## src/rtl/hecc_pkg.sv

```systemverilog
package hecc_pkg;

    localparam int SECTOR_BYTES = 512;
    localparam int CODE_W       = 24;
    localparam int WORD_W       = 32;
    localparam int BYTE_IDX_W   = $clog2(SECTOR_BYTES);
    localparam int BIT_IDX_W    = 3;
    localparam int CNT_W        = $clog2(WORD_W + 1);
    localparam int HALF_LO      = 16;

    localparam logic [WORD_W-1:0] ERASED_STORED_WORD = 32'h0FFF_0FFF;
    localparam logic [CNT_W-1:0]  ONES_CORRECTABLE   = CNT_W'(12);
    localparam logic [CNT_W-1:0]  ONES_CODE_FAULT    = CNT_W'(1);

    typedef enum logic [1:0] {
        VERDICT_CLEAN     = 2'd0,
        VERDICT_FIXED     = 2'd1,
        VERDICT_CODE_BAD  = 2'd2,
        VERDICT_UNCORR    = 2'd3
    } verdict_e;

    typedef struct packed {
        verdict_e               kind;
        logic [BYTE_IDX_W-1:0]  byte_idx;
        logic [BIT_IDX_W-1:0]   bit_idx;
    } result_t;

    typedef enum logic {
        PH_IDLE = 1'b0,
        PH_RUN  = 1'b1
    } phase_e;

    // Expand a packed 3-byte code into the 32-bit working layout.
    function automatic logic [WORD_W-1:0] expand_code(input logic [CODE_W-1:0] c);
        logic [WORD_W-1:0] w;
        w        = '0;
        w[7:0]   = c[7:0];
        w[11:8]  = c[19:16];
        w[23:16] = c[15:8];
        w[27:24] = c[23:20];
        return w;
    endfunction

endpackage

```

## src/rtl/hecc_expand.sv

```systemverilog
module hecc_expand
    import hecc_pkg::*;
(
    input  logic [CODE_W-1:0] code_in,
    output logic [WORD_W-1:0] word_out
);
    always_comb word_out = expand_code(code_in);
endmodule

```

## src/rtl/hecc_popcnt.sv

```systemverilog
module hecc_popcnt
    import hecc_pkg::*;
#(
    parameter int LANE = 8
) (
    input  logic               clk,
    input  logic               rst,
    input  logic               load,
    input  logic [WORD_W-1:0]  value,
    output logic               cnt_valid,
    output logic [CNT_W-1:0]   cnt
);
    localparam int NSTEP = WORD_W / LANE;
    localparam int IDX_W = (NSTEP > 1) ? $clog2(NSTEP) : 1;
    localparam logic [IDX_W-1:0] LAST_IDX = IDX_W'(NSTEP - 1);

    logic [WORD_W-1:0] val_q;
    logic [CNT_W-1:0]  acc_q;
    logic [IDX_W-1:0]  idx_q;
    logic              run_q;
    logic [LANE-1:0]   chunk;
    logic [CNT_W-1:0]  lane_ones;

    always_comb begin
        chunk = val_q[idx_q * LANE +: LANE];
        lane_ones = '0;
        for (int i = 0; i < LANE; i++) begin
            lane_ones = lane_ones + {{(CNT_W-1){1'b0}}, chunk[i]};
        end
    end

    always_ff @(posedge clk) begin
        if (rst) begin
            val_q     <= '0;
            acc_q     <= '0;
            idx_q     <= '0;
            run_q     <= 1'b0;
            cnt_valid <= 1'b0;
        end else begin
            cnt_valid <= 1'b0;
            if (load) begin
                val_q <= value;
                acc_q <= '0;
                idx_q <= '0;
                run_q <= 1'b1;
            end else if (run_q) begin
                acc_q <= acc_q + lane_ones;
                if (idx_q == LAST_IDX) begin
                    run_q     <= 1'b0;
                    cnt_valid <= 1'b1;
                end else begin
                    idx_q <= idx_q + 1'b1;
                end
            end
        end
    end

    assign cnt = acc_q;

    // the owner never reloads the counter in the middle of a count
    assert_no_reload_R8: assert property (@(posedge clk) disable iff (rst)
        load |-> !run_q);

    // a finished count never exceeds the word width
    assert_count_range_R3: assert property (@(posedge clk) disable iff (rst)
        cnt_valid |-> (cnt <= CNT_W'(WORD_W)));

endmodule

```

## src/rtl/hecc_classify.sv

```systemverilog
module hecc_classify
    import hecc_pkg::*;
(
    input  logic [WORD_W-1:0] syndrome,
    input  logic [WORD_W-1:0] stored_word,
    input  logic [WORD_W-1:0] calc_word,
    input  logic [CNT_W-1:0]  ones,
    output result_t           result
);
    logic is_erased;

    always_comb begin
        is_erased = (stored_word == ERASED_STORED_WORD) && (calc_word == '0);
        result    = '{kind: VERDICT_CLEAN, byte_idx: '0, bit_idx: '0};
        if (syndrome == '0 || is_erased) begin
            result.kind = VERDICT_CLEAN;
        end else if (ones == ONES_CORRECTABLE) begin
            result.kind     = VERDICT_FIXED;
            result.bit_idx  = syndrome[HALF_LO +: BIT_IDX_W];
            result.byte_idx = syndrome[HALF_LO + BIT_IDX_W +: BYTE_IDX_W];
        end else if (ones == ONES_CODE_FAULT) begin
            result.kind = VERDICT_CODE_BAD;
        end else begin
            result.kind = VERDICT_UNCORR;
        end
    end
endmodule

```

## src/rtl/hecc_corrector.sv

```systemverilog
module hecc_corrector
    import hecc_pkg::*;
#(
    parameter int POP_LANE = 8
) (
    input  logic        clk,
    input  logic        rst,
    input  logic        start,
    input  logic [23:0] stored_code,
    input  logic [23:0] calc_code,
    output logic        busy,
    output logic        done,
    output logic [1:0]  verdict,
    output logic [8:0]  fix_byte,
    output logic [2:0]  fix_bit
);
    phase_e            phase_q;
    logic [WORD_W-1:0] stored_w, calc_w;
    logic [WORD_W-1:0] stored_q, calc_q, syn_q;
    logic              accept;
    logic              cnt_valid;
    logic [CNT_W-1:0]  ones;
    result_t           verdict_next;
    result_t           result_q;
    logic              done_q;

    hecc_expand u_exp_stored (.code_in(stored_code), .word_out(stored_w));
    hecc_expand u_exp_calc   (.code_in(calc_code),   .word_out(calc_w));

    assign accept = start && (phase_q == PH_IDLE);

    hecc_popcnt #(.LANE(POP_LANE)) u_pop (
        .clk       (clk),
        .rst       (rst),
        .load      (accept),
        .value     (stored_w ^ calc_w),
        .cnt_valid (cnt_valid),
        .cnt       (ones)
    );

    hecc_classify u_cls (
        .syndrome    (syn_q),
        .stored_word (stored_q),
        .calc_word   (calc_q),
        .ones        (ones),
        .result      (verdict_next)
    );

    always_ff @(posedge clk) begin
        if (rst) begin
            phase_q  <= PH_IDLE;
            stored_q <= '0;
            calc_q   <= '0;
            syn_q    <= '0;
            result_q <= '{kind: VERDICT_CLEAN, byte_idx: '0, bit_idx: '0};
            done_q   <= 1'b0;
        end else begin
            done_q <= 1'b0;
            case (phase_q)
                PH_IDLE: begin
                    if (accept) begin
                        stored_q <= stored_w;
                        calc_q   <= calc_w;
                        syn_q    <= stored_w ^ calc_w;
                        phase_q  <= PH_RUN;
                    end
                end
                PH_RUN: begin
                    if (cnt_valid) begin
                        result_q <= verdict_next;
                        done_q   <= 1'b1;
                        phase_q  <= PH_IDLE;
                    end
                end
                default: phase_q <= PH_IDLE;
            endcase
        end
    end

    assign busy     = (phase_q == PH_RUN);
    assign done     = done_q;
    assign verdict  = result_q.kind;
    assign fix_byte = result_q.byte_idx;
    assign fix_bit  = result_q.bit_idx;

    // completion is a single-cycle pulse
    assert_done_single_R7: assert property (@(posedge clk) disable iff (rst)
        done |=> !done);

    // the block is never busy while it reports completion
    assert_done_not_busy_R7: assert property (@(posedge clk) disable iff (rst)
        done |-> !busy);

    // a start while busy leaves the captured syndrome untouched
    assert_busy_start_ignored_R8: assert property (@(posedge clk) disable iff (rst)
        (busy && start) |=> $stable(syn_q));

    // outputs only move on the cycle that reports completion
    assert_hold_result_R9: assert property (@(posedge clk) disable iff (rst)
        !done |-> ($stable(verdict) && $stable(fix_byte) && $stable(fix_bit)));

    // no location is named unless the verdict is a correction
    assert_index_zero_R2: assert property (@(posedge clk) disable iff (rst)
        (verdict != VERDICT_FIXED) |-> (fix_byte == '0 && fix_bit == '0));

endmodule

```

## config.mk

```make
export PLATFORM = sky130hd
export DESIGN_NAME = hecc_corrector
export DESIGN_NICKNAME = d
export VERILOG_FILES = /design/src/rtl/hecc_pkg.sv /design/src/rtl/hecc_expand.sv /design/src/rtl/hecc_popcnt.sv /design/src/rtl/hecc_classify.sv /design/src/rtl/hecc_corrector.sv
export SDC_FILE = /design/constraint.sdc
export NUM_CORES = 1
export LEC_CHECK = 0
export ABC_AREA = 1
export BUFFER_PORTS_ARGS = -buffer_cell sky130_fd_sc_hd__buf_2
export CORE_MARGIN = 5
export CORE_UTILIZATION = 57
export DETAILED_ROUTE_END_ITERATION = 8
export PLACE_DENSITY = 0.91
export SLEW_MARGIN = 20
export SYNTH_ARGS = -nofsm -noshare
export SYNTH_HDL_FRONTEND = slang
export SYNTH_SLANG_ARGS = --single-unit
export TNS_END_PERCENT = 100
```

## constraint.sdc

```tcl
create_clock -name clk -period 4.35 [get_ports clk]
set_input_delay 0.87 -clock clk [delete_from_list [all_inputs] [get_ports clk]]
set_output_delay 0.87 -clock clk [all_outputs]
set_load 0.02 [all_outputs]
```

==> impl_results.md, run 1 <==
- Final worst slack: 233 ps
- Layout cells sized above 1: 15.3%
- Fin. max-slew vios: 0
- Clk pin slew, worst setup/hold paths: 100 ps
- Max FO, Critical Path: 10
- Worst Tran Pin Value: 957 ps
- Worst endpoint required time: 4630 ps
- DR iter-0 viols: 299
- Yosys warns: 0
- GRT Resource Usage Total: 23.6%
- Reg2reg start: u_pop.idx_q[0]$_SDFFE_PP0P_
- Nets: 738
- Critical Path Source Type: flip-flop
- Cell mode on critical path: fa_1
- Hold wc startpoint: stored_q[27]$_SDFFE_PP0P_
- Synthesized net count: 690
- Root Driver: clkbuf_8
- Crit-path leading delay family: adder cells
- Slew HR: 36.2%
- Pwr Total: 2.00 mW
- Fin. Hold Viols: 0
- Die Span Y: 99.3 µm
- Most Used Layer, Global Route: met2
- Final setup violation count: 0
- Via-per-instance ratio: 5.60
- Max_cap viols: 0
- Post-Place Worst Slack: 176 ps
- Fin util: 65.1%
- Number of enable flip-flop cells after synthesis: 0
- WP data arrival: 4390 ps
- Setup TNS: 0 ps
- H-tree depth: 3
- Netlist Area Pre-Place: 0.00455 mm²
- Clock Latency Late Sink: 370 ps
- Global-route wire length before repair: 18900 µm
- Boundary Pins: 67
- Leakage: 2.28 nW
- Top-area cell type share of the netlist area: 43.2%
- Final worst path period need: 4120 ps
- Final Cycle Share: 94.6%
- Initial antenna violation count: 0
- Row count: 32
- PortBufs: 66
- CP Capture Type: flip-flop
- Largest net degree at the start of global routing: 51
- Cts bufs inserted: 9
- CP cell instances: buf_4, o21ai_0, o22ai_1, ha_1, inv_1, fa_1, fa_1, inv_1, fa_1, ha_1, inv_1, fa_1, o21ai_0, a21oi_1, nand2_1, nand2_1, nor2_1, nor2_1
- Top achievable clock speed: 243 MHz
- Routing usage on met3: 4.70%
- Slowest CP cell: fa_1
- Unique masters post-synth: 25
- HP Class: reg2reg
- Diode count: 0
- DIE AREA: 0.00986 mm²
- Post-route DRC: 0
- Crit path buf inv count: 4
- Commonest non-fill, non-tap cell in the layout: nand2_1
- Number of global-route vias before repair: 4084
- Ys flop type: dfxtp_1
- FF+latch count, synth: 98
- Area contributors post-synth: dfxtp_1 43%, nand2_1 16%, nand3_1 5.0%
- Async set-reset flop share out of synthesis: 0%
- Initial Utilization: 58.5%
- Power Dens Cells: 396 mW/mm²
- Post-Synthesis Cells: 622
- Post-DP HPWL: 8220 µm
- CP Class: reg2reg
- Final wirelength: 11400 µm
- RePlAce Congestion: 0.950
- Clock Skews: 7.73 ps
- Grt total ovfl: 0
- Commonest non-fill, non-tap cells in the layout: 195 x nand2_1, 97 x dfxtp_1, 66 x buf_2
- Hold_ws: 456 ps
- Drt pass-1 iters: 5
- CTS max path bufs: 2
- WL per Instance: 14.7 µm
- # clock sinks: 98
- Vias: 4351
- Met1 GRT Util: 29.7%
- GRT met2 Usage: 40.3%
- P&R area growth vs syn: 11.3%
- Status: completed
- Maximum vdd ir drop: 0.214 mV
- Layout fillers: 692
- Unrepaired setup endpoints after global routing: no
- Critical Path Max Stage Delay: 540 ps
- CORE AREA: 0.00777 mm²
- TritonCTS clock tree: yes
- Die X-Extent: 99.3 µm
- Final ANT Viol Nets: 0
- Syn Area/Cell: 7.31 µm²
- CP startpoint: u_pop.idx_q[0]$_SDFFE_PP0P_
- Cell taking the most area after synthesis: dfxtp_1
- Seq/Total Area, Yosys: 43.2%
## synthesized netlist by cell type (6+ instances only)
master,instances
nand2_1,195
dfxtp_1,98
inv_1,58
nand3_1,45
nor2_1,44
o21ai_0,42
o22ai_1,24
a31oi_1,22
a21oi_1,17
ha_1,13
buf_2,11
buf_4,10
nor3_2,10
clkbuf_1,6
## metrics by stage
step                      std cells  instance area, µm²
after global routing            777                5060
final                           777                5060
after detailed placement        761                4840
after CTS                       777                5060
after global placement          761                4840
after floorplan                 622                4550
## registers in the layout (all words and copies together) (netlist names), 2 cells and up
register / count
u_pop.cnt: 6
u_pop.val_q: 23
fix_byte: 9
stored_q: 24
fix_bit: 3
calc_q: 24
u_pop.idx_q: 2
verdict: 2
## what timing repair did
item                       4_1_cts  5_1_grt
resized for setup                0        2
hold endpoints to repair         0        0
hold buffers                     0        0
buffers inserted                 0        0
setup endpoints to repair        0        1
## worst register-to-register path: cells and delay by family (launching register included)
| family | cells | cell delay (ps) |
|---|---|---|
| compound gates | 4 | 660 |
| buf+inv | 4 | 340 |
| flops | 1 | 350 |
| simple gates | 4 | 260 |
| fa+ha+maj | 6 | 2420 |
## layout make-up
type	instances	area [µm²]	share of cell area, %
Multi-Input combinational cell	432	2170	42.9
Tap cell	102	128	2.52
Timing Repair Buffer	68	345	6.82
Clock inverter	7	98.8	1.95
Sequential cell	98	1960	38.8
Inverter	61	229	4.53
Clock buffer	9	124	2.45
## per-layer routing
metal  wire length, µm  vias to the layer above
li1                  -                     2132
met1              4940                     2051
met2              5520                      149
met3               748                       19
met4               238                        0
met5                 0                        -
## logic make-up after synthesis
logic type               after synthesis  share of synthesized area, %
AO/OA/AOI/OAI                        107                          13.2
XOR/XNOR                               4                         0.771
AND/OR/NAND/NOR                      304                          28.5
buffers and inverters                 92                          9.06
adder cells (fa/ha/maj)               17                          5.34
flip-flops                            98                          43.2
## report_power, final
group	leakage [nW]	total [mW]	switching [mW]	internal [mW]
clock	0.111	0.672	0.343	0.329
combinational	1.36	0.341	0.215	0.126
sequential	0.804	0.989	0.0381	0.950
total	2.28	2.00	0.596	1.41
## path summary, 6_finish.rpt
check | cells after the start | slack (ps) | to
max reg2reg | 18 | 230 | u_pop.cnt[4]$_SDFFE_PP0P_
max | 18 | 230 | u_pop.cnt[4]$_SDFFE_PP0P_
min reg2reg | 2 | 460 | stored_q[27]$_SDFFE_PP0P_
min | 2 | 460 | stored_q[27]$_SDFFE_PP0P_
No activity file was read; power rests on OpenSTA's default activity.
==> inputs of run 2 (changes only) <==
--- a/config.mk
+++ b/config.mk
@@ -10,6 +10,7 @@
 export CORE_MARGIN = 5
 export CORE_UTILIZATION = 57
 export DETAILED_ROUTE_END_ITERATION = 8
+export GPL_TIMING_DRIVEN = 0
 export PLACE_DENSITY = 0.91
 export SLEW_MARGIN = 20
 export SYNTH_ARGS = -nofsm -noshare
==> constraint.sdc (replaced) <==
create_clock -name clk -period 4.05 [get_ports clk]
set_input_delay 0.81 -clock clk [delete_from_list [all_inputs] [get_ports clk]]
set_output_delay 0.81 -clock clk [all_outputs]
set_load 0.02 [all_outputs]
==> run 2 against run 1 <==
Core utilization up 2.5 points. Die area unchanged. Cell area rose by 3.8%. Flip-flop and latch count unchanged. Largest power group unchanged. Final cell count increased by 4.0%. Sequential power rose by 7%. Register-to-register slack got worse by 60 ps. Non-clock buffer count increased by 31. Clock-buffer cell count stayed put. Critical path depth grew 1. Critical path type unchanged. Combinational power increased by 21%.
==> impl_results.md, run 2 (synthesis results as in run 1) <==
- Status: completed
- Max_cap viols: 0
- Post-DP HPWL: 9250 µm
- H-tree depth: 3
- # clock sinks: 98
- Boundary Pins: 67
- P&R area growth vs syn: 15.6%
- GRT Resource Usage Total: 24.4%
- Top achievable clock speed: 258 MHz
- Root Driver: clkbuf_8
- Commonest non-fill, non-tap cells in the layout: 195 x nand2_1, 96 x dfxtp_1, 77 x buf_2
- Post-route DRC: 0
- Layout cells sized above 1: 18.8%
- Max FO, Critical Path: 10
- Cells on worst reg2reg path: 19
- Maximum vdd ir drop: 0.228 mV
- Clock Latency Late Sink: 370 ps
- Fin. Hold Viols: 0
- Crit-path leading delay family: adder cells
- Pwr Total: 2.13 mW
- Worst Tran Pin Value: 536 ps
- Global-route wire length before repair: 19300 µm
- Clock Skews: 10.3 ps
- Layout fillers: 683
- Leakage: 2.39 nW
- DR iter-0 viols: 292
- Reg2reg start: u_pop.idx_q[0]$_SDFFE_PP0P_
- CP cell instances: inv_1, buf_4, o21ai_1, o22ai_1, ha_1, inv_1, fa_1, fa_1, inv_1, fa_1, ha_2, inv_1, fa_2, o21ai_1, a21oi_1, nand2_1, nand2_1, nor2_2, nor2_1
- Top flop regs: calc_q: 24 flops, stored_q: 24 flops, u_pop.val_q: 23 flops
- CP Capture Type: flip-flop
- Final worst path period need: 3880 ps
- Slowest CP cell: fa_1
- Grt total ovfl: 0
- Final wirelength: 11900 µm
- Final ANT Viol Nets: 0
- Critical Path Source Type: flip-flop
- Largest net degree at the start of global routing: 19
- Row count: 32
- CORE AREA: 0.00777 mm²
- Hold Path Depth: 2
- Cts bufs inserted: 9
- CTS max path bufs: 2
- CP Class: reg2reg
- TritonCTS clock tree: yes
- Vias: 4479
- RePlAce Congestion: 0.954
- PortBufs: 66
- Nets: 769
- Clk pin slew, worst setup/hold paths: 90 ps
- Critical Path Max Stage Delay: 510 ps
- Die X-Extent: 99.3 µm
- Placed Area: 0.00500 mm²
- Power Dens Cells: 405 mW/mm²
- WP data arrival: 4150 ps
- Commonest non-fill, non-tap cell in the layout: nand2_1
- Flop2flop setup slack: 170 ps
- Hold wc startpoint: fix_byte[7]$_SDFFE_PP0P_
- WL per Instance: 14.7 µm
- Crit path buf inv count: 5
- Initial antenna violation count: 0
- Final instance area: 0.00525 mm²
- Unrepaired setup endpoints after global routing: no
- Drt pass-1 iters: 5
- Cts hold-fix bufs: 0
- Cell mode on critical path: inv_1
- HP Class: reg2reg
- Final Cycle Share: 95.8%
- Critical path depth in cells: 19
- Fin util: 67.6%
- Slew HR: 64.3%
- Initial Utilization: 58.5%
- Number of global-route vias before repair: 4209
- Multi-input logic area: 0.00218 mm²
- FF/Latch Area: 0.00197 mm²
- DIE AREA: 0.00986 mm²
- Worst endpoint required time: 4320 ps
- Hold Path End: fix_byte[7]$_SDFFE_PP0P_
- R2r endpoint: u_pop.cnt[4]$_SDFFE_PP0P_
- Hold_ws: 450 ps
- Die Span Y: 99.3 µm
- Via-per-instance ratio: 5.54
- Final setup violation count: 0
- Fin. max-slew vios: 0
- Diode count: 0
[run 2: cell type report]
class / instances / area share (%)
plain buffers: 31 / 3.69
clock buffers: 9 / 2.36
clock inverters: 7 / 1.60
inverters: 61 / 4.36
multi-input cells: 432 / 41.6
flip-flops and latches: 98 / 37.4
well taps: 102 / 2.43
repair buffers: 68 / 6.57
[run 2: report_power, final]
group / total, mW / switching [mW] / leakage [nW] / internal [mW]
Combinational: 0.413 / 0.249 / 1.48 / 0.164
Clock: 0.656 / 0.360 / 0.102 / 0.296
Sequential: 1.06 / 0.0397 / 0.804 / 1.02
[run 2: worst max-delay path by stage]
stage	start	endpoint	slack [ps]
CTS	u_pop.idx_q[0]$_SDFFE_PP0P_	u_pop.cnt[4]$_SDFFE_PP0P_	20
finish	u_pop.idx_q[0]$_SDFFE_PP0P_	u_pop.cnt[4]$_SDFFE_PP0P_	170
detailed placement	u_pop.idx_q[0]$_SDFFE_PP0P_	u_pop.cnt[4]$_SDFFE_PP0P_	-250
global placement	u_pop.idx_q[1]$_SDFFE_PP0P_	u_pop.cnt[4]$_SDFFE_PP0P_	-170
global route	u_pop.idx_q[0]$_SDFFE_PP0P_	u_pop.cnt[4]$_SDFFE_PP0P_	10
floorplan	u_pop.idx_q[1]$_SDFFE_PP0P_	u_pop.cnt[4]$_SDFFE_PP0P_	200
[run 2: through the flow]
| step | instances | setup TNS [ps] | setup WS, ps |
|---|---|---|---|
| 2_1_floorplan | 622 | 0 | 202 |
| 3_3_place_gp | 790 | -173 | -173 |
| 3_5_place_dp | 790 | -248 | -248 |
| 4_1_cts | 806 | 0 | 17.5 |
| 5_1_grt | 808 | 0 | 10.6 |
| 6_report | 808 | 0 | 168 |
[run 2: tightest hold or removal path: cells and delay by family, from the launching register on]
kind             cells  cell delay, ps
flip-flops           1             320
AND/OR/NAND/NOR      2             100
[run 2: what timing repair did]
action / CTS / global route
setup endpoints to repair: 2 / 2
pin swaps: 0 / 6
gates resized for setup: 10 / 12
buffers inserted: 0 / 2
[run 2: metal layers]
| layer | GRT usage (%) | wire [µm] |
|---|---|---|
| met4 | 10.1 | 284 |
| met3 | 4.35 | 922 |
| met5 | 0 | 0 |
| met2 | 42.6 | 5810 |
| met1 | 29.7 | 4860 |
==> inputs of run 3 (changes only) <==
--- a/config.mk
+++ b/config.mk
@@ -12,6 +12,7 @@
 export DETAILED_ROUTE_END_ITERATION = 8
 export GPL_TIMING_DRIVEN = 0
 export PLACE_DENSITY = 0.91
+export REMOVE_ABC_BUFFERS = 1
 export SLEW_MARGIN = 20
 export SYNTH_ARGS = -nofsm -noshare
 export SYNTH_HDL_FRONTEND = slang
==> run 3 against run 2 <==
Final cell count is 3.2% lower. Sequential power hardly changed. Global-route usage is 1.3 points lower. Flip-flop and latch count stayed put. Clock power is 3.2% lower. Power is 2.0% lower. Largest power group unchanged. Critical endpoint unchanged. Core utilization is 1.7 points lower. Largest cell class unchanged. Hold slack better by 7.8 ps. Via count is 2.3% lower.
==> impl_results.md, run 3 (synthesis results as in run 1) <==
- Status: completed
- Placed Area: 0.00484 mm²
- Top flop regs: calc_q: 24 flops, stored_q: 24 flops, u_pop.val_q: 23 flops
- Unrepaired setup endpoints after global routing: yes
- Clock Skews: 7.50 ps
- DIE AREA: 0.00986 mm²
- WL per Instance: 14.4 µm
- Switch share: 30.1%
- Post-Place Worst Slack: -285 ps
- Layout fillers: 656
- Initial Utilization: 58.5%
- Root Driver: clkbuf_8
- Critical Path Source Type: flip-flop
- Clk pwr share: 30.4%
- Top achievable clock speed: 253 MHz
- Worst Tran Pin Value: 904 ps
- Die Span Y: 99.3 µm
- Grt total ovfl: 0
- GRT Resource Usage Total: 23.1%
- Final ANT Viol Nets: 0
- Net Switching: 0.628 mW
- HP Class: reg2reg
- Leakage: 2.29 nW
- Clk pin slew, worst setup/hold paths: 90 ps
- CTS max path bufs: 2
- Clock Latency Late Sink: 370 ps
- Flop pwr share: 51.0%
- Max FO, Critical Path: 7
- Worst endpoint required time: 4320 ps
- Fin. max-slew vios: 0
- Slew HR: 39.7%
- Largest net degree at the start of global routing: 51
- P&R area growth vs syn: 12.6%
- Via-per-instance ratio: 5.60
- CP Capture Type: flip-flop
- Post-route DRC: 0
- FF/Latch Area: 0.00197 mm²
- Layout cells sized above 1: 17.6%
- Commonest non-fill, non-tap cell in the layout: nand2_1
- Number of global-route vias before repair: 4189
- Final worst slack: 96.8 ps
- Final wirelength: 11200 µm
- Die X-Extent: 99.3 µm
- Comb pwr share: 18.6%
- Row count: 32
- Hold_ws: 457 ps
- TritonCTS clock tree: yes
- CORE AREA: 0.00777 mm²
- WP data arrival: 4220 ps
- Drt pass-1 iters: 5
- RePlAce Congestion: 0.871
- H-tree depth: 3
- # clock sinks: 98
- Fin. Hold Viols: 0
- CP Class: reg2reg
- Nets: 743
- Maximum vdd ir drop: 0.232 mV
- Post-DP HPWL: 7690 µm
- Power Dens Cells: 408 mW/mm²
- Global-route wire length before repair: 18800 µm
- Final instance area: 0.00512 mm²
- Max_cap viols: 0
- Final Cycle Share: 97.6%
- Internal power: 1.46 mW
- Diode count: 0
- Initial antenna violation count: 0
- Cts bufs inserted: 9
- DR iter-0 viols: 288
- Boundary Pins: 67
- Commonest non-fill, non-tap cells in the layout: 194 x nand2_1, 96 x dfxtp_1, 66 x buf_2
- Multi-input logic area: 0.00220 mm²
- Final worst path period need: 3950 ps
- Final setup violation count: 0
- Vias: 4378
- PortBufs: 66
run 3: changes by cell type in the layout (fill, tap and decap cells not counted), sizes merged:
cell	delta
clkinvlp	+2
buf	-22
clkbuf	-3
clkinv	+1
inv	-4
run 3: final cells by class:
type / count / share of cell area, %
clock buffer: 10 / 2.49
clock inverter: 6 / 1.32
inverter: 61 / 4.55
multi-input combinational: 432 / 43.0
sequential: 98 / 38.5
tap: 102 / 2.49
timing repair buffer: 73 / 7.72
run 3: power groups by stage:
stage | clock network [mW] | registers [mW] | logic, mW
final | 0.635 | 1.06 | 0.389
after floorplan | 0 | 1.07 | 0.242
after global placement | 0 | 1.08 | 0.330
after detailed placement | 0 | 1.08 | 0.354
after CTS | 0.635 | 1.06 | 0.366
after global routing | 0.675 | 1.07 | 0.437
run 3: worst max-delay path, cell delays in order (launching register included):
cell        delay [ps]
dfxtp_4            390
clkinvlp_4         170
o21ai_2            180
o22ai_1            100
ha_1               300
inv_2               40
fa_1               470
fa_1               510
inv_2               40
fa_1               500
ha_2               190
inv_2               40
fa_2               370
o21ai_2            170
a21oi_2             80
nand2_1             80
nand2_2             70
nor2_2             110
nor2_1              40
run 3: path summary, 6_finish.rpt:
path | from | depth (start not counted) | to | slack (ps)
worst max-delay path | u_pop.idx_q[0]$_SDFFE_PP0P_ | 18 | u_pop.cnt[4]$_SDFFE_PP0P_ | 100
worst min-delay path | fix_byte[0]$_SDFFE_PP0P_ | 2 | fix_byte[0]$_SDFFE_PP0P_ | 460
worst max register to register | u_pop.idx_q[0]$_SDFFE_PP0P_ | 18 | u_pop.cnt[4]$_SDFFE_PP0P_ | 100
worst min register to register | fix_byte[0]$_SDFFE_PP0P_ | 2 | fix_byte[0]$_SDFFE_PP0P_ | 460
run 3: per-layer routing:
layer	GRT usage (%)	up-vias	part of all wire, %
met4	8.93	0	2.5
met5	0	-	0
li1	-	2135	-
met2	38.4	163	48
met1	29.2	2047	43
met3	5.33	33	6.7
run 3: timing repair:
action                                  4_1_cts  5_1_grt
resized for setup                             6       16
buffers inserted                              5        1
endpoints found under the setup margin        3        1
pin swaps                                     3       10
hold buffers                                  0        0
run 3: metrics by stage:
step,util (%),std cells,power [mW],TNS (ps)
2_1_floorplan,-,591,1.31,0
3_3_place_gp,62.1,759,1.41,-192
3_5_place_dp,62.3,760,1.44,-291
4_1_cts,65.4,781,2.06,0
5_1_grt,65.9,782,2.18,-33.8
6_report,65.9,782,2.09,0
